===== src/rtl/clkdiv_pkg.sv =====
package clkdiv_pkg;
  localparam int NOUT     = 9;
  localparam int NGRP     = 3;
  localparam int BANK_SZ  = 4;
  localparam int DIV_W    = 5;
  localparam int DIV_MIN  = 2;
  localparam int DIV_MAX  = 20;
  localparam int SRC_N    = 2;
  localparam int SRC_W    = $clog2(SRC_N);
  localparam int SEL_W    = 3;
  localparam int TEST_IDX = 6;

  typedef struct packed {
    logic [NGRP-1:0][DIV_W-1:0] div;
    logic [NGRP-1:0][SRC_W-1:0] src;
    logic [NOUT-1:0]            en;
  } cfg_t;

  // Divider group driving a given output pin.
  function automatic int grp_of(input int idx);
    if (idx < BANK_SZ)       return 0;
    else if (idx < 2*BANK_SZ) return 1;
    else                     return 2;
  endfunction

  // Constant configuration store, computed from the entry number.
  function automatic cfg_t cfg_lookup(input logic [SEL_W-1:0] e);
    cfg_t c;
    c.div[0] = DIV_W'(2 + int'(e));
    c.div[1] = DIV_W'(20 - 2*int'(e));
    c.div[2] = DIV_W'(3 + 2*int'(e));
    c.src[0] = SRC_W'(e[0]);
    c.src[1] = '0;
    c.src[2] = SRC_W'(e[1]);
    c.en     = '1;
    if (e == SEL_W'(5)) begin
      c.en[1] = 1'b0;
      c.en[5] = 1'b0;
    end
    return c;
  endfunction
endpackage


===== src/rtl/clkdiv_sync.sv =====
module clkdiv_sync #(
  parameter int W = 1
) (
  input  logic         clk_i,
  input  logic         rst_ni,
  input  logic [W-1:0] d_i,
  output logic [W-1:0] q_o
);
  logic [W-1:0] s1_q, s2_q;

  always_ff @(posedge clk_i or negedge rst_ni) begin
    if (!rst_ni) begin
      s1_q <= '0;
      s2_q <= '0;
    end else begin
      s1_q <= d_i;
      s2_q <= s1_q;
    end
  end

  assign q_o = s2_q;
endmodule


===== src/rtl/clkdiv_ctrl.sv =====
module clkdiv_ctrl #(
  parameter int SEL_W    = 3,
  parameter int TEST_CYC = 170
) (
  input  logic             clk_i,
  input  logic             rst_ni,
  input  logic             pd_ni,
  input  logic [SEL_W-1:0] sel_i,
  output logic             run_o,
  output logic             clr_o,
  output logic             win_o,
  output logic             tpat_o,
  output logic [SEL_W-1:0] sel_o
);
  localparam int CNT_W = $clog2(TEST_CYC + 1);

  logic             pd_s, pd_q;
  logic [SEL_W-1:0] sel_s, cur_sel_q, cur_sel_d;
  logic [CNT_W-1:0] test_cnt_q, test_cnt_d;
  logic             tpat_q, tpat_d;
  logic             restart;

  clkdiv_sync #(.W(1)) u_pd_sync (
    .clk_i(clk_i), .rst_ni(rst_ni), .d_i(pd_ni), .q_o(pd_s)
  );
  clkdiv_sync #(.W(SEL_W)) u_sel_sync (
    .clk_i(clk_i), .rst_ni(rst_ni), .d_i(sel_i), .q_o(sel_s)
  );

  assign restart = pd_s && (!pd_q || (sel_s != cur_sel_q));

  always_comb begin
    cur_sel_d  = cur_sel_q;
    test_cnt_d = test_cnt_q;
    tpat_d     = tpat_q;
    if (!pd_s) begin
      test_cnt_d = '0;
      tpat_d     = 1'b0;
    end else if (restart) begin
      cur_sel_d  = sel_s;
      test_cnt_d = CNT_W'(TEST_CYC);
      tpat_d     = 1'b0;
    end else if (test_cnt_q != '0) begin
      test_cnt_d = test_cnt_q - 1'b1;
      tpat_d     = !tpat_q;
    end
  end

  always_ff @(posedge clk_i or negedge rst_ni) begin
    if (!rst_ni) begin
      pd_q       <= 1'b0;
      cur_sel_q  <= '0;
      test_cnt_q <= '0;
      tpat_q     <= 1'b0;
    end else begin
      pd_q       <= pd_s;
      cur_sel_q  <= cur_sel_d;
      test_cnt_q <= test_cnt_d;
      tpat_q     <= tpat_d;
    end
  end

  assign run_o  = pd_s;
  assign clr_o  = restart || !pd_s;
  assign win_o  = (test_cnt_q != '0);
  assign tpat_o = tpat_q;
  assign sel_o  = cur_sel_q;


  win_len_bound_chk: assert property (@(posedge clk_i) disable iff (!rst_ni)
    test_cnt_q <= CNT_W'(TEST_CYC));


  sel_swap_restart_chk: assert property (@(posedge clk_i) disable iff (!rst_ni)
    !$stable(cur_sel_q) |-> test_cnt_q == CNT_W'(TEST_CYC));


  pd_rise_window_chk: assert property (@(posedge clk_i) disable iff (!rst_ni)
    $rose(pd_q) |-> win_o);
endmodule


===== src/rtl/clkdiv_div.sv =====
module clkdiv_div #(
  parameter int DIV_W   = 5,
  parameter int DIV_MIN = 2,
  parameter int DIV_MAX = 20
) (
  input  logic             clk_i,
  input  logic             rst_ni,
  input  logic             clr_i,
  input  logic             tick_i,
  input  logic [DIV_W-1:0] div_i,
  output logic             q_o
);
  logic [DIV_W-1:0] cnt_q, cnt_d;
  logic             q_q, q_d;
  logic [DIV_W:0]   hi_len;

  assign hi_len = ({1'b0, div_i} + 1'b1) >> 1;

  always_comb begin
    cnt_d = cnt_q;
    q_d   = q_q;
    if (clr_i) begin
      cnt_d = '0;
      q_d   = 1'b0;
    end else if (tick_i) begin
      cnt_d = (cnt_q == div_i - 1'b1) ? '0 : cnt_q + 1'b1;
      q_d   = ({1'b0, cnt_q} < hi_len);
    end
  end

  always_ff @(posedge clk_i or negedge rst_ni) begin
    if (!rst_ni) begin
      cnt_q <= '0;
      q_q   <= 1'b0;
    end else begin
      cnt_q <= cnt_d;
      q_q   <= q_d;
    end
  end

  assign q_o = q_q;


  ratio_range_chk: assert property (@(posedge clk_i) disable iff (!rst_ni)
    div_i >= DIV_W'(DIV_MIN) && div_i <= DIV_W'(DIV_MAX));


  phase_bound_chk: assert property (@(posedge clk_i) disable iff (!rst_ni)
    cnt_q < div_i);


  rise_at_phase1_chk: assert property (@(posedge clk_i) disable iff (!rst_ni)
    $rose(q_q) |-> cnt_q == DIV_W'(1));
endmodule


===== src/rtl/clkdiv_bank.sv =====
module clkdiv_bank
  import clkdiv_pkg::*;
#(
  parameter int TEST_CYC = 170
) (
  input  logic             clk_i,
  input  logic             rst_ni,
  input  logic             pd_ni,
  input  logic [SEL_W-1:0] sel_i,
  input  logic [SRC_N-1:0] src_tick_i,
  output logic [NOUT-1:0]  clk_o,
  output logic [NOUT-1:0]  oe_o
);
  logic             run, clr, win, tpat;
  logic [SEL_W-1:0] cur_sel;
  cfg_t             cfg;
  logic [NGRP-1:0]  grp_q;

  clkdiv_ctrl #(.SEL_W(SEL_W), .TEST_CYC(TEST_CYC)) u_ctrl (
    .clk_i(clk_i), .rst_ni(rst_ni), .pd_ni(pd_ni), .sel_i(sel_i),
    .run_o(run), .clr_o(clr), .win_o(win), .tpat_o(tpat), .sel_o(cur_sel)
  );

  assign cfg = cfg_lookup(cur_sel);

  for (genvar g = 0; g < NGRP; g++) begin : g_div
    clkdiv_div #(.DIV_W(DIV_W), .DIV_MIN(DIV_MIN), .DIV_MAX(DIV_MAX)) u_div (
      .clk_i(clk_i), .rst_ni(rst_ni), .clr_i(clr),
      .tick_i(src_tick_i[cfg.src[g]]), .div_i(cfg.div[g]), .q_o(grp_q[g])
    );
  end

  for (genvar i = 0; i < NOUT; i++) begin : g_out
    localparam int G = grp_of(i);
    logic raw;
    if (i == TEST_IDX) begin : g_tst
      assign raw = win ? tpat : grp_q[G];
    end else begin : g_nrm
      assign raw = grp_q[G];
    end
    assign oe_o[i]  = run && cfg.en[i];
    assign clk_o[i] = raw && oe_o[i];
  end


  pd_quiet_chk: assert property (@(posedge clk_i) disable iff (!rst_ni)
    !$past(pd_ni, 2) |-> (oe_o == '0 && clk_o == '0));
endmodule


===== config.mk =====
export PLATFORM = sky130hd
export DESIGN_NAME = clkdiv_bank
export DESIGN_NICKNAME = d
export VERILOG_FILES = /design/src/rtl/clkdiv_pkg.sv /design/src/rtl/clkdiv_sync.sv /design/src/rtl/clkdiv_ctrl.sv /design/src/rtl/clkdiv_div.sv /design/src/rtl/clkdiv_bank.sv
export SDC_FILE = /design/constraint.sdc
export NUM_CORES = 1
export LEC_CHECK = 0
export BUFFER_PORTS_ARGS = -buffer_cell sky130_fd_sc_hd__buf_2
export CAP_MARGIN = 25
export CORE_MARGIN = 4
export CORE_UTILIZATION = 30
export CTS_CLUSTER_DIAMETER = 150
export CTS_CLUSTER_SIZE = 10
export DETAILED_ROUTE_END_ITERATION = 12
export PLACE_DENSITY = 0.53
export SETUP_SLACK_MARGIN = 0.3
export SKIP_CTS_REPAIR_TIMING = 1
export SYNTH_ARGS = -nofsm -noshare
export SYNTH_HDL_FRONTEND = slang
export SYNTH_SLANG_ARGS = --single-unit

===== constraint.sdc =====
create_clock -name clk_i -period 4.1 [get_ports clk_i]
set_clock_uncertainty 0.15 [all_clocks]
set_input_delay 0.205 -clock clk_i [delete_from_list [all_inputs] [get_ports clk_i]]
set_output_delay 0.205 -clock clk_i [all_outputs]
set_load 0.03 [all_outputs]

# --- Word level (Yosys, flattened, before mapping) ---
# Cells that the tools add are included.
word_totals:
  out_inout_bits: 18
  reg_bits: 39
classes:
  addsub: 13
  reduce_logical: 18
  eq_ne: 6
  muxes: 27
  order_cmp: 5
op_table:
  columns: ["op", "count"]
  rows:
  - ["$mux W5", 9]
  - ["$mux W8", 3]
  - ["$add A5 B1 Y5 const B", 3]
  - ["$eq A5 B5 Y1", 3]
  - ["$lt A5 B5 Y1", 3]
  - ["$mux W1", 15]
  - ["$add A5 B1 Y6 const B", 2]
  - ["$sub A5 B1 Y5 const B", 2]
  - ["$logic_and A1 B1 Y1", 8]
  - ["$reduce_bool A8 Y1", 1]
  - ["$sub A8 B1 Y8 const B", 1]
  - ["$reduce_bool A2 Y1", 3]
  - ["$add A2 B4 Y5 const A", 1]
  - ["$add A4 B1 Y5 const B", 1]
  - ["$sub A4 B1 Y5 const B", 1]
  - ["$sub A5 B4 Y5 const A", 1]
  - ["$add A2 B3 Y4 const A", 1]
  - ["$lt A1 B2 Y1 const B", 2]
  - ["$eq A3 B3 Y1 const B", 1]
  - ["$logic_not A1 Y1", 3]
  - ["$ne A3 B2 Y1 const B", 1]
  - ["$ne A3 B3 Y1", 1]
  - ["$logic_or A1 B1 Y1", 2]
  - ["$reduce_and A2 Y1", 1]

# --- Depth between registers and ports, before layout ---
# Gate-level depths: netlist of run 1.
logic_depth:
  word_depth: 6
  depth_mapped: 12
  mapped_depth_nobuf: 9

# --- By module ---
# Synthesis of run 1 repeated with hierarchy kept, for this count alone.
unflattened:
  hier_cells: 305
  hier_area_um2: 2891.5
by_module_without_submodules:
  columns: ["module", "cells_each", "area_each_um2", "instances"]
  rows:
  - ["clkdiv_div", 66, 584.3, 3]
  - ["clkdiv_ctrl", 64, 664.4, 1]
  - ["clkdiv_bank", 35, 274.0, 1]
  - ["clkdiv_sync (u_ctrl.u_sel_sync)", 6, 150.1, 1]
  - ["clkdiv_sync (u_ctrl.u_pd_sync)", 2, 50.0, 1]

# --- Worst setup path after synthesis of run 1 ---
# No wires, ideal clock.
synth_timing:
  path_type: "flip-flop to flip-flop"
  startpoint: "register u_ctrl.cur_sel_q[0] (netlist: u_ctrl.sel_o[0])"
  endpoint: "register g_div[2].u_div.q_q"
  slack_ns: 1.440
  required_ns: 3.873
  path_stages_with_launch: 13
  n_path_buf: 3
  arrival_time_ns: 2.433
  setup_ns: 0.077
  cell_sequence: "dfrtp_1 > buf_4 > clkbuf_8 > inv_1 > ha_1 > buf_2 > xnor2_1 > ha_1 > a21o_1 > a21o_1 > a21o_1 > a211o_1 > a21oi_1"
synth_via:
  elab_chain_len: 5
  elab_cells_between_ends: 10
synth_rtl:
  columns: ["item", "line", "text"]
  rows:
  - ["start, declared", "clkdiv_ctrl.sv:18", "logic [SEL_W-1:0] sel_s, cur_sel_q, cur_sel_d;"]
  - ["start signal, assigned", "clkdiv_ctrl.sv:57", "cur_sel_q <= cur_sel_d;"]
  - ["$add A2 B4 Y5 / $ne A3 B3 Y1 (equally long branches)", "clkdiv_pkg.sv:31, clkdiv_ctrl.sv:30", null]
  - ["$add A5 B1 Y6 / $logic_or A1 B1 Y1 (equally long branches)", "clkdiv_div.sv:17, clkdiv_ctrl.sv:30", null]
  - ["$lt A5 B5 Y1 / $logic_and A1 B1 Y1 (equally long branches)", "clkdiv_div.sv:27, clkdiv_ctrl.sv:30", null]
  - ["$mux W1 / $logic_or A1 B1 Y1 (equally long branches)", "clkdiv_div.sv:25, clkdiv_ctrl.sv:64", null]
  - ["$mux W1 / $reduce_bool A2 Y1 (equally long branches)", null, null]
  - ["end signal, assigned", "clkdiv_div.sv:37", "q_q <= q_d;"]
  - ["end, declared", "clkdiv_div.sv:14", "logic q_q, q_d;"]
# Parallel ways exist; a longest one is shown, timed or not. The select of a mux whose other input is x is not followed.
# A chain may end at the register's enable or synchronous reset.

# --- Worst setup path after layout of run 1 ---
layout_timing:
  startpoint: "register u_ctrl.cur_sel_q[0] (netlist: u_ctrl.sel_o[0])"
  endpoint: "register g_div[1].u_div.q_q"
layout_via:
  elab_chain_len: 5
  elab_cells_between_ends: 10
layout_rtl:
  columns: ["item", "line"]
  rows:
  - ["$sub A5 B4 Y5 / $ne A3 B3 Y1 (equally long branches)", "clkdiv_pkg.sv:30, clkdiv_ctrl.sv:30"]
  - ["$add A5 B1 Y6 / $logic_or A1 B1 Y1 (equally long branches)", "clkdiv_div.sv:17, clkdiv_ctrl.sv:30"]
  - ["$lt A5 B5 Y1 / $logic_and A1 B1 Y1 (equally long branches)", "clkdiv_div.sv:27, clkdiv_ctrl.sv:30"]
  - ["$mux W1 / $logic_or A1 B1 Y1 (equally long branches)", "clkdiv_div.sv:25, clkdiv_ctrl.sv:64"]
  - ["$mux W1 / $reduce_bool A2 Y1 (equally long branches)", null]
  - ["end signal, assigned", "clkdiv_div.sv:37"]
  - ["end, declared", "clkdiv_div.sv:14"]
# Parallel ways exist; a longest one is shown, timed or not. The select of a mux whose other input is x is not followed.

==> reports/summary.md, run 1 <==
The flow ran to the end, and the final reports show no timing, DRC or antenna violations. The remaining design rule violation count is 0. Max-cap violations in this run came to 0. In the final routed layout, each cell accounts on average for 12.87 µm.

Cells with a size suffix above 1 make up 14.58% of the layout. After clock tree synthesis, the clock-pin slew on the worst setup and hold paths is 0.09 ns. The worst-case vdd ir drop is 136.6 µV, and the clock buffer count from CTS is 5. TritonCTS built the clock tree. Counting distinct cell types in the post-synthesis netlist gives 51. In this run the cell area measured after placement is 2676 µm². STA classifies the critical path startpoint as a flip-flop. By area, the combinational part of the netlist is dominated by simple AND/OR/NAND/NOR gates. The run gives 0.1271 ns as the worst hold slack after final layout.

Dividing the final minimum period by the clock period gives 75.80%. The tools report the cell chosen for the clock root as clkbuf_8. The first routing iteration left 55 violations. CTS built an H-tree with a depth of 2. Number of hold violations in the final report: 0. The worst hold path was traced through 3 stages. At the later pin of the worst-skew pair, clock insertion delay measures 0.30 ns. The sequential element share of the synthesized area was 38.10%. The worst setup path is captured at a flip-flop. The first-pass GRT wire length came out at 8.438 mm.

In the synthesized netlist the dominant register cell turns out to be dfrtp_1. The horizontal die dimension is 100.4 µm. The number of global-route vias before repair was 1769.

The fill cell instance count of the final layout was 860. The post-synthesis net count was 301. The tools report the arrival time reported for the critical path endpoint as 3.17 ns. The transition at the pin with the smallest max-transition slack is 0.8957 ns, and the count of vias placed by the detailed router is 1856.

Setup repair after global routing left no endpoint under its margin. In this run the core area contains 33 standard-cell rows. The remaining global-route overflow was 0. The tools report the initial antenna violation count as 0. The time the final worst path needs with I/O delays and setup was 3.108 ns.

In the layout the commonest cells are dfrtp_1, nor2_1, buf_2. The register bit count reported by yosys is 39, and the final RePlAce weighted congestion is 0.7813. The share of synthesized area spent on multiplexers was 1.172%. The core outline area is 8258 µm².

Post-synthesis async set-or-reset flop share: 100.0%. For the maximum count of clock buffers along a single path, the log shows 2. Maximum operating frequency: 321.8 MHz.

The logs give 3.509 mm for the estimated wirelength of the detail-placed design and 0.001299 µW for the leakage power summed over all cells. The post-route total power was 881.6 µW; the count of buffers from port buffering was 25. Entering global routing, the biggest net connects 40 pins.

Of all nets on the critical path, the largest fanout is 19. The most common cell after layout, fill and taps aside was dfrtp_1. The number of enable-type register cells in the synthesized netlist works out to 0.

Synthesis produced 271 cells. For the final setup violation count, the log shows 0. The tools report the number of placed I/O pins as 26.

The count of nets left with antenna violations once routing finished came out at 0. After detailed routing, the number of vias per cell comes to 4.723. The critical path is of the flip-flop to flip-flop type. The first detailed-routing pass took 4 iterations.

STA puts the critical path data required time at 4.17 ns. The routed wire length is 5.056 mm, and the number of warnings printed during yosys synthesis is 0. The depth of the worst register-to-register path is 9. The average instance area after synthesis is 9.451 µm².

The synthesized netlist devotes 11.19% of its cell area to adder and majority cells. The run gives 39 as the number of clock sinks. The initial utilization of the core area, before any placement, comes to 31.02%. The die height works out to 100.4 µm. The area fraction in compound gates after synthesis is 12.90%, and the post-synthesis xor/xnor area fraction is 10.85%. Summing the areas of all and, or, nand and nor instances in the mapped netlist gives 18.95% of the synthesized area.

The number of slew-limit violations in the final report was 0; the antenna diode instance count was 0. For this run, the post-layout net count is 317. The layout overhead on the synthesized area is 10.06%, and the global-route usage over all layers is 10.42%.

The cell area that synthesis handed to floorplanning was 2561 µm². The floorplan step defined a die boundary enclosing 10080 µm². The logs give 0 ns for the summed negative setup slack over all endpoints and 2819 µm² for the area of all placed cells without fillers. The worst hold path belongs to the class input port to flip-flop. The headroom to the max-slew limit came out at 40.28%. Dividing total power by cell area gives a power density of 312.8 nW/µm².
==> area by class of cell <==
cell class,instances,area [µm²],area share [%]
repair buffers,30,175.2,6.214
clock inverters,3,23.77,0.8433
multi-input cells,202,1410,50.02
well taps,105,131.4,4.660
flip-flops and latches,39,975.9,34.62
inverters,9,33.78,1.198
clock buffers,5,68.82,2.441
==> registers in the layout, summed over array words and instances, names as in the netlist <==
| register | flops |
|---|---|
| u_ctrl.sel_o | 3 |
| u_ctrl.u_sel_sync.s1_q | 3 |
| u_ctrl.u_pd_sync.q_o | 1 |
| u_ctrl.test_cnt_q | 8 |
| u_ctrl.tpat_o | 1 |
| u_ctrl.pd_q | 1 |
| g_div.u_div.cnt_q | 15 |
| g_div.u_div.q_o | 3 |
| u_ctrl.u_sel_sync.q_o | 3 |
| u_ctrl.u_pd_sync.s1_q | 1 |
==> cell families after synthesis <==
group	after synthesis
flip-flops	39
adder cells (fa/ha/maj)	23
XOR/XNOR	30
AO/OA/AOI/OAI	51
AND/OR/NAND/NOR	95
multiplexers	3
buffers and inverters	30
==> worst max-delay path, cell delays in order (launching register included) <==
cell and delay (ns):
dfrtp_1 0.77, inv_1 0.19, ha_1 0.55, inv_1 0.10, ha_1 0.28, a21o_1 0.16, maj3_2 0.31, a2111oi_2 0.35
a21oi_1 0.07, nor2_1 0.09
==> report_power, final <==
group          internal (µW)  switching, µW
logic                   80.3            109
registers                396           20.7
clock network            122            154
total                    598            284
==> through the flow <==
stage	std cells	setup slack [ns]	util (%)
after floorplan	271	1.440	-
after global placement	380	1.116	32.41
after detailed placement	380	1.013	32.41
after CTS	388	0.9918	33.53
after global routing	393	0.7976	34.14
final	393	0.9923	34.14
==> Yosys cell counts, drive strengths merged, types with 2 or more instances <==
library cell / instances / share of area (%)
nor3b: 2 / 0.59
xor2: 16 / 5.8
nor3: 13 / 2.7
nand2b: 2 / 0.49
a21boi: 6 / 1.8
a21oi: 15 / 2.9
a31oi: 2 / 0.49
inv: 9 / 1.3
xnor2: 14 / 5.1
nor2b: 3 / 0.73
nor4: 2 / 1.1
clkbuf: 4 / 1.0
dfrtp: 39 / 38
o21ai: 12 / 2.3
buf: 17 / 4.5
mux2i: 3 / 1.2
nand3b: 3 / 1.0
o211ai: 2 / 0.78
nand3: 7 / 1.4
nand2: 23 / 3.4
a21o: 4 / 1.2
and2: 5 / 1.2
ha: 22 / 11
nor2: 27 / 4.0
nand4: 3 / 0.73
==> final timing paths <==
path,to,slack (ns),from
max,g_div[1].u_div.q_o$_DFFE_PN0P_,0.99,u_ctrl.sel_o[0]$_DFFE_PN0P_
min,g_div[1].u_div.cnt_q[1]$_DFFE_PN0P_,0.13,src_tick_i[0]
max reg2reg,g_div[1].u_div.q_o$_DFFE_PN0P_,0.99,u_ctrl.sel_o[0]$_DFFE_PN0P_
min reg2reg,u_ctrl.u_sel_sync.q_o[1]$_DFF_PN0_,0.20,u_ctrl.u_sel_sync.s1_q[1]$_DFF_PN0_
max in group asynchronous,g_div[0].u_div.cnt_q[1]$_DFFE_PN0P_,2.83,rst_ni
min in group asynchronous,g_div[1].u_div.cnt_q[3]$_DFFE_PN0P_,0.41,rst_ni
==> routing by layer <==
| layer | global-route usage, % | vias to the layer above | share of wire, % |
|---|---|---|---|
| met2 | 17.18 | 15 | 48 |
| met3 | 1.876 | 6 | 1.9 |
| li1 | - | 946 | - |
| met1 | 13.54 | 889 | 49 |
| met5 | 0 | - | 0 |
| met4 | 4.041 | 0 | 1.6 |
Power figures use the tool's default switching activity.
==> run 2: changes to the inputs <==
ABC_AREA = 1   (was default)
PLACE_DENSITY = 0.55   (was 0.53)
clock period = 2.6 ns   (was 4.1 ns; I/O delays follow)
==> run 2 against run 1 <==
Against the previous run:
- utilization up 0.93 points
- maximum frequency is 46% higher
- worst hold slack better by 0.076 ns
- die area increased by 3.4%
- largest cell class unchanged
==> reports/summary.md, run 2 <==
For this run, the total global-route usage over all layers was measured as 12.17%. By area the synthesized netlist is led by dfrtp_1, nand2_1, ha_1. The maximum count of clock buffers along a single path was 2. Clock tree synthesis selected as its root buffer the cell clkbuf_8. The slowest stage cell on the critical path is dfrtp_1. The top cell family by delay on the critical path is simple AND/OR/NAND/NOR gates. The arrival time reported for the critical path endpoint was 2.22 ns. The worst setup path is of the flip-flop to flip-flop kind. For the insertion delay of the later-clocked pin in the worst-skew pair, the log shows 0.30 ns. In the final design database the tool counted 424 nets. The netlist uses 25 different library cells. The largest single stage delay on the critical path is 0.41 ns.

Power spread over the standard cell area amounts to 490.9 nW/µm². Measured against its own limit, the worst slew margin works out to 40.19%. The min-delay analysis places its worst path in the category flip-flop to flip-flop. Cells with a size suffix above 1 make up 14.68% of the layout. The core outline area came out at 8678 µm².

The run finished with clean final reports. The number of slew-limit violations in the final report is 0, and the required time of the worst setup path is 2.69 ns. The type of destination of the critical path was a flip-flop. Excluding fillers, the count of instances in the completed layout stands at 503. The worst path uses 82.14% of the clock period. The number of global-route vias before repair is 2183, and the die height is 102.1 µm. At the pin with the least slew margin, the transition time is 0.8972 ns.

The detailed router used layers up to and including met4. The tool flagged a number of max-cap violations equal to 0. Walking the worst path, the cells encountered are buf_6, ha_1, inv_1, nand2_1, nand2_2, nand4_1, ha_1, a21oi_1, o21ai_0, nor2_1, nand3_1, nand2_1.

The floorplan step set the die width to 102.1 µm. The pre-antenna-repair detailed-routing pass consisted of 4 iterations. The tools report the final RePlAce weighted congestion as 0.8075. The top cell types in the final layout, fill and taps aside, are nand2_1, inv_1, nor2_1. The instance count after placement with tap cells included was 487. Leaving out fill and tap cells, the most frequent cell in the layout is nand2_1. For this block, the routed nets add up to 5.770 mm of wire.

Setup repair after global routing could not meet its margin everywhere. Summed over all nets, wire length on met3 after detailed routing comes to 203 µm. Detailed placement ended at an HPWL of 4.303 mm. The analysis attributes to cell leakage a power of 0.001602 µW.

Of the synthesized area, sequential elements account for 36.74%. The worst setup path is launched from a flip-flop. Counting every instance in the synthesized netlist gives 365. The synthesized design contains 39 register bits.

The repair_antennas step left the layout with diodes totalling 0. Sorting the synthesized cells by how often they occur yields nand2_1, inv_1, nor2_1. TritonCTS built the clock tree. Most numerous cell in the Yosys netlist: nand2_1. The number of hold violations in the final report is 0.

Average instance area after synthesis: 7.278 µm². The proportion of netlist area held by the largest area contributor is 36.74%. The depth of the worst register-to-register path was 12; the clock input transition at the sequential cells of the worst setup and hold paths was 0.08 ns. During I/O placement, the number of pins put on the boundary was 26. Counting flops with a built-in enable in the synthesized netlist gives 0.

In this run the number of H-tree levels came out at 2. The terminating pin of the worst hold path was u_ctrl.u_sel_sync.q_o[0]$_DFF_PN0_. The area growth from synthesis to layout is 14.55%. Along the worst path, the maximum fanout reaches 4. In the synthesized netlist the dominant register cell turns out to be dfrtp_1.

The worst-case IR drop observed on VDD is 165.7 µV. The endpoint identified for the worst register-to-register timing path is g_div[2].u_div.q_o$_DFFE_PN0P_. Once layout is done, the placed cells without fillers occupy 3043 µm². The register containing the most flip-flops in the final layout is g_div.u_div.cnt_q. The amount of wire on met2 after detailed routing was 2.695 mm; the first-pass GRT wire length was 10.07 mm.

The post-placement cell area was 2846 µm². Of all cell types, the one taking the most synthesized area is dfrtp_1. The tools report the floorplan die area as 10420 µm². Detailed routing inserted a total of 2268 vias.

After detailed routing, the average wire length per cell comes to 11.47 µm. Count of buffers from port buffering: 25. The tools report the hold path startpoint as u_ctrl.u_sel_sync.s1_q[0]$_DFF_PN0_. The number of rows in the core area was 34; the per-cell via count in the routed design was 4.509. The worst register-to-register path begins at u_ctrl.sel_o[0]$_DFFE_PN0P_.

The initial antenna violation count is 0. The maximum operating frequency is 468.2 MHz. Global routing finished with a remaining overflow of 0.

The number of DRC markers after the initial detailed-route iteration is 83, and the netlist area before placement is 2656 µm². For the count of nets left with antenna violations after detail routing, the log shows 0. The run gives 395 as the post-synthesis net count.

Setup violations remaining at the end of the flow were counted as 0. The hold path depth was 0; the number of clock sinks was 39. In the final routing, the length of wire on met1 measures 2.754 mm. The number of flip-flops under the largest register name works out to 15. The largest registers in the layout are g_div.u_div.cnt_q x15, u_ctrl.test_cnt_q x8. The remaining design rule violation count came out at 0.

The pin count of the biggest net entering global routing was 40. The time the final worst path needs with I/O delays and setup is 2.136 ns, and the post-synthesis async set-or-reset flop share is 100.0%. The starting density of the core came out at 30.61%. The number of clock buffers added by TritonCTS is 5. Internal reg-to-reg setup slack: 0.46 ns. Summed over all failing endpoints, the final setup total negative slack is 0 ns. The count of buffering cells on the critical path with inverters included is 2, and the number of warnings printed during yosys synthesis is 0.
run 2: final cells by class:
class                           count  area [µm²]
Tap cell                          108       135.1
Timing Repair Buffer               37       234.0
Inverter                           45       168.9
Clock inverter                      3       25.02
Clock buffer                        5       68.82
Fill cell                         947        5635
Sequential cell                    39       978.4
Multi-Input combinational cell    266        1433
run 2: logic make-up after synthesis:
logic type	Yosys count	share of synthesized area (%)
xor+xnor	17	5.605
fa+ha+maj	22	10.36
flops	39	36.74
compound gates	29	5.888
simple gates	198	31.28
buf+inv	60	10.13
run 2: metal layers:
metal	up-vias	track usage [%]
met5	-	0
met4	0	4.945
met3	8	2.253
met2	34	20.49
met1	1036	15.34
li1	1190	-
run 2: worst reg2reg max path, cell delays in order (launching register included):
cell and delay (ns):
dfrtp_1 0.41, buf_6 0.13, ha_1 0.21, inv_1 0.08, nand2_1 0.07, nand2_2 0.11
nand4_1 0.10, ha_1 0.32, a21oi_1 0.14, o21ai_0 0.09, nor2_1 0.11, nand3_1 0.08
nand2_1 0.09
run 2: power breakdown:
part	leakage (µW)	total (µW)	switching (µW)	internal, µW
combinational	0.00105	409	256	153
sequential	0.000509	658	25.8	632
clock	0.0000443	427	235	192
total	0.00160	1490	518	976
run 2: how the worst max path moves through the flow:
stage,to,cells after the start,slack (ns),from
CTS,g_div[2].u_div.q_o$_DFFE_PN0P_,11,0.32,u_ctrl.sel_o[1]$_DFFE_PN0P_
global route,g_div[0].u_div.q_o$_DFFE_PN0P_,9,0.25,u_ctrl.sel_o[2]$_DFFE_PN0P_
floorplan,g_div[2].u_div.q_o$_DFFE_PN0P_,12,0.43,u_ctrl.sel_o[0]$_DFFE_PN0P_
global placement,g_div[2].u_div.q_o$_DFFE_PN0P_,12,0.39,u_ctrl.sel_o[0]$_DFFE_PN0P_
detailed placement,g_div[2].u_div.q_o$_DFFE_PN0P_,11,0.35,u_ctrl.sel_o[1]$_DFFE_PN0P_
finish,g_div[2].u_div.q_o$_DFFE_PN0P_,12,0.46,u_ctrl.sel_o[0]$_DFFE_PN0P_
run 2: through the flow:
step                hold WS, ns  util, %  power [µW]  setup slack [ns]
floorplan               -0.3156        -       959.5            0.4313
global placement        0.09070    32.80        1051            0.3896
detailed placement      0.09224    32.80        1053            0.3486
CTS                     -0.2271    33.88        1496            0.3220
global route             0.2204    35.06        1611            0.2512
finish                   0.2029    35.06        1494            0.4643
==> run 3: changes to the inputs <==
PLACE_DENSITY = 0.53   (was 0.55)
clock period = 2.2 ns   (was 2.6 ns; I/O delays follow)
==> run 3 against run 2 <==
Against the previous run:
- the run now ends with negative hold slack left
- non-clock buffer count increased by 16
- utilization increased by 3.8 points
- critical path depth decreased by 1
- clock-buffer cell count unchanged
- sequential cell count unchanged
- total power increased by 36%
- combinational power increased by 54%
- largest cell class unchanged
- sequential share of layout area decreased by 3.1 points
- register-to-register slack got worse by 0.28 ns
==> reports/summary.md, run 3 (synthesized netlist as in run 2, its figures left out) <==
At the pin with the least slew margin, the transition time is 0.6421 ns. In the layout the commonest cells are nand2_1, nor2_1, dfrtp_1. The arrival time reported for the critical path endpoint is 2.06 ns, and the maximum operating frequency is 496.6 MHz. The tools report the count of vias placed by the detailed router as 2365. For the number of rows in the core area, the log shows 34. The required time of the worst setup path is 2.24 ns, and the depth of the worst register-to-register path is 11. Of all nets on the critical path, the largest fanout is 7. In the finished design, the share of the clock period the worst path needs comes to 91.53%. TritonCTS built the clock tree. The worst hold slack after final layout was -0.009405 ns. The flow ran to the end, but the final reports show violations. In the final layout, the registers with the most flip-flops are g_div.u_div.cnt_q x15, u_ctrl.test_cnt_q x8. The tools report the initial antenna violation count as 0. Summed over all cells, the static leakage comes to 0.001721 µW. Along the worst hold path, the cell count comes to 3.

The number of H-tree levels is 2. The checks that failed: negative hold slack. The headroom to the max-slew limit was 56.91%.

From bottom edge to top edge, the die measures 102.1 µm. The first detailed-routing pass ran for 6 iterations. The tools report the maximum count of clock buffers along a single path as 2. The insertion delay of the later-clocked pin in the worst-skew pair came out at 0.30 ns. Relative to the synthesized area, the layout overhead comes to 27.08%.

For the global-route usage over all layers, the log shows 12.29%. In this run the most critical hold path is launched from src_tick_i[0]. The setup check on the worst reg-to-reg path leaves a slack of 0.19 ns.

VDD sags by at most 238.0 µV. The worst hold path terminates at g_div[1].u_div.cnt_q[0]$_DFFE_PN0P_. Of the total power, combinational logic draws 31.1%. The type of destination of the critical path is a flip-flop. The number of hold violations in the final report came out at 1.

The count of nets left with antenna violations after detail routing is 0, and the power density relative to cell area is 600.0 nW/µm². For this configuration, the core starts out at a cell density of 30.61%. Leaving out fill and tap cells, the most frequent cell in the layout is nand2_1. The net count of the finished layout is 440. After the first detailed-routing iteration, the DRC count stood at 119.

After global routing the overflow that remains totals 0. The first-pass GRT wire length is 10.14 mm. The startpoint identified for the worst register-to-register timing path is u_ctrl.sel_o[1]$_DFFE_PN0P_. Cells with a size suffix above 1 make up 27.25% of the layout. In the routed design, unresolved DRC markers number 0. Cell internal power was estimated by the tool at 1348 µW. Entering global routing, the biggest net connects 27 pins. For the core outline area, the log shows 8678 µm². The reported net switching power was 677.4 µW; the clock input transition at the sequential cells of the worst setup and hold paths was 0.09 ns.

The class of the tightest hold or removal check was input port to flip-flop. At the end of the flow the core is filled with cells to 38.90%. After detailed placement, the total cell area comes to 2890 µm². After legalization and detailed placement, the total HPWL measured 4.449 mm. The clock network fraction of total power was 30.3%; the number of placed I/O pins was 26. The die covers 10420 µm².

The number of global-route vias before repair is 2172. Routability-driven placement finished with a final weighted congestion of 0.8093. Total of max-cap violations: 0. Buffers inserted during clock tree synthesis total 5. The tools report the routed wire length as 6.150 mm. The type of origin of the critical path was a flip-flop. Sequential cells burn 38.6% of the power. The tools report the final setup violation count as 0.

Ranked by flip-flop count, first place goes to g_div.u_div.cnt_q. The area of all placed cells without fillers came out at 3376 µm². The per-cell via count in the routed design is 4.557.

Net switching is 33.45% of the power. The count of buffers from port buffering is 25, and the summed negative setup slack over all endpoints is 0 ns. The setup path with the least slack is of type flip-flop to flip-flop. Setup repair after global routing could not meet its margin everywhere. The time the final worst path needs with I/O delays and setup was 2.014 ns; the number of flip-flops under the largest register name was 15.

The run gives 0 as the number of slew-limit violations in the final report. For the number of clock sinks, the log shows 39. Dividing the detail-routed wire length by the instance count gives 11.85 µm. The endpoint identified for the worst register-to-register timing path is g_div[2].u_div.q_o$_DFFE_PN0P_. The tree is rooted in a clkbuf_8. The run gives 0 as the antenna diode instance count. The horizontal die dimension works out to 102.1 µm.
-- run 3: changes by cell type in the layout (fill, tap and decap cells not counted), moves of 6 or more --
cell,before,now
nand2_2,3,9
nand2_1,107,99
buf_4,5,23
inv_1,42,34
ha_1,21,14
-- run 3: area by class of cell --
class,count,area [µm²]
clock buffer,5,68.82
clock inverter,3,43.79
fill,918,5303
inverter,45,176.4
multi-input combinational,266,1605
sequential,39,979.7
tap,108,135.1
timing repair buffer,53,366.6
-- run 3: power groups by stage --
stage                     logic, µW  clock network [µW]  registers [µW]
final                           630                 613             783
after global routing            710                 664             786
after CTS                       483                 634             780
after detailed placement        479                   0             795
after global placement          480                   0             794
after floorplan                 364                   0             787
-- run 3: worst max-delay path, stage by stage (launching register included) --
cell,delay (ns)
dfrtp_2,0.50
ha_4,0.29
inv_4,0.07
nand2_4,0.06
o21ai_2,0.12
inv_2,0.06
ha_4,0.26
nand4_1,0.11
a21oi_2,0.12
nor2_1,0.06
nand3_1,0.06
nand2_1,0.06
-- run 3: worst max-delay path by stage --
stage / startpoint / end / slack (ns) / cells after the start
final: u_ctrl.sel_o[1]$_DFFE_PN0P_ / g_div[2].u_div.q_o$_DFFE_PN0P_ / 0.19 / 11
after floorplan: u_ctrl.sel_o[0]$_DFFE_PN0P_ / g_div[2].u_div.q_o$_DFFE_PN0P_ / 0.25 / 12
after CTS: u_ctrl.test_cnt_q[0]$_DFFE_PN0P_ / clk_o[6] / 0.09 / 7
after global routing: u_ctrl.sel_o[1]$_DFFE_PN0P_ / g_div[2].u_div.q_o$_DFFE_PN0P_ / 0.08 / 11
after detailed placement: u_ctrl.sel_o[0]$_DFFE_PN0P_ / g_div[2].u_div.q_o$_DFFE_PN0P_ / 0.12 / 11
after global placement: u_ctrl.sel_o[0]$_DFFE_PN0P_ / g_div[2].u_div.q_o$_DFFE_PN0P_ / 0.15 / 11
-- run 3: per-layer routing --
metal | up-vias | wire length (µm) | GRT usage (%)
met1 | 1081 | 2789 | 16.48
met5 | - | 0 | 0
li1 | 1228 | - | -
met3 | 5 | 235 | 2.048
met2 | 51 | 3040 | 20.09
met4 | 0 | 85 | 4.238
-- run 3: stage by stage --
stage          cells  power [µW]  setup slack, ns
3_3_place_gp     490        1274           0.1526
6_report         519        2025           0.1863
4_1_cts          498        1897          0.09183
2_1_floorplan    365        1150           0.2491
5_1_grt          519        2160          0.08029
3_5_place_dp     490        1274           0.1199
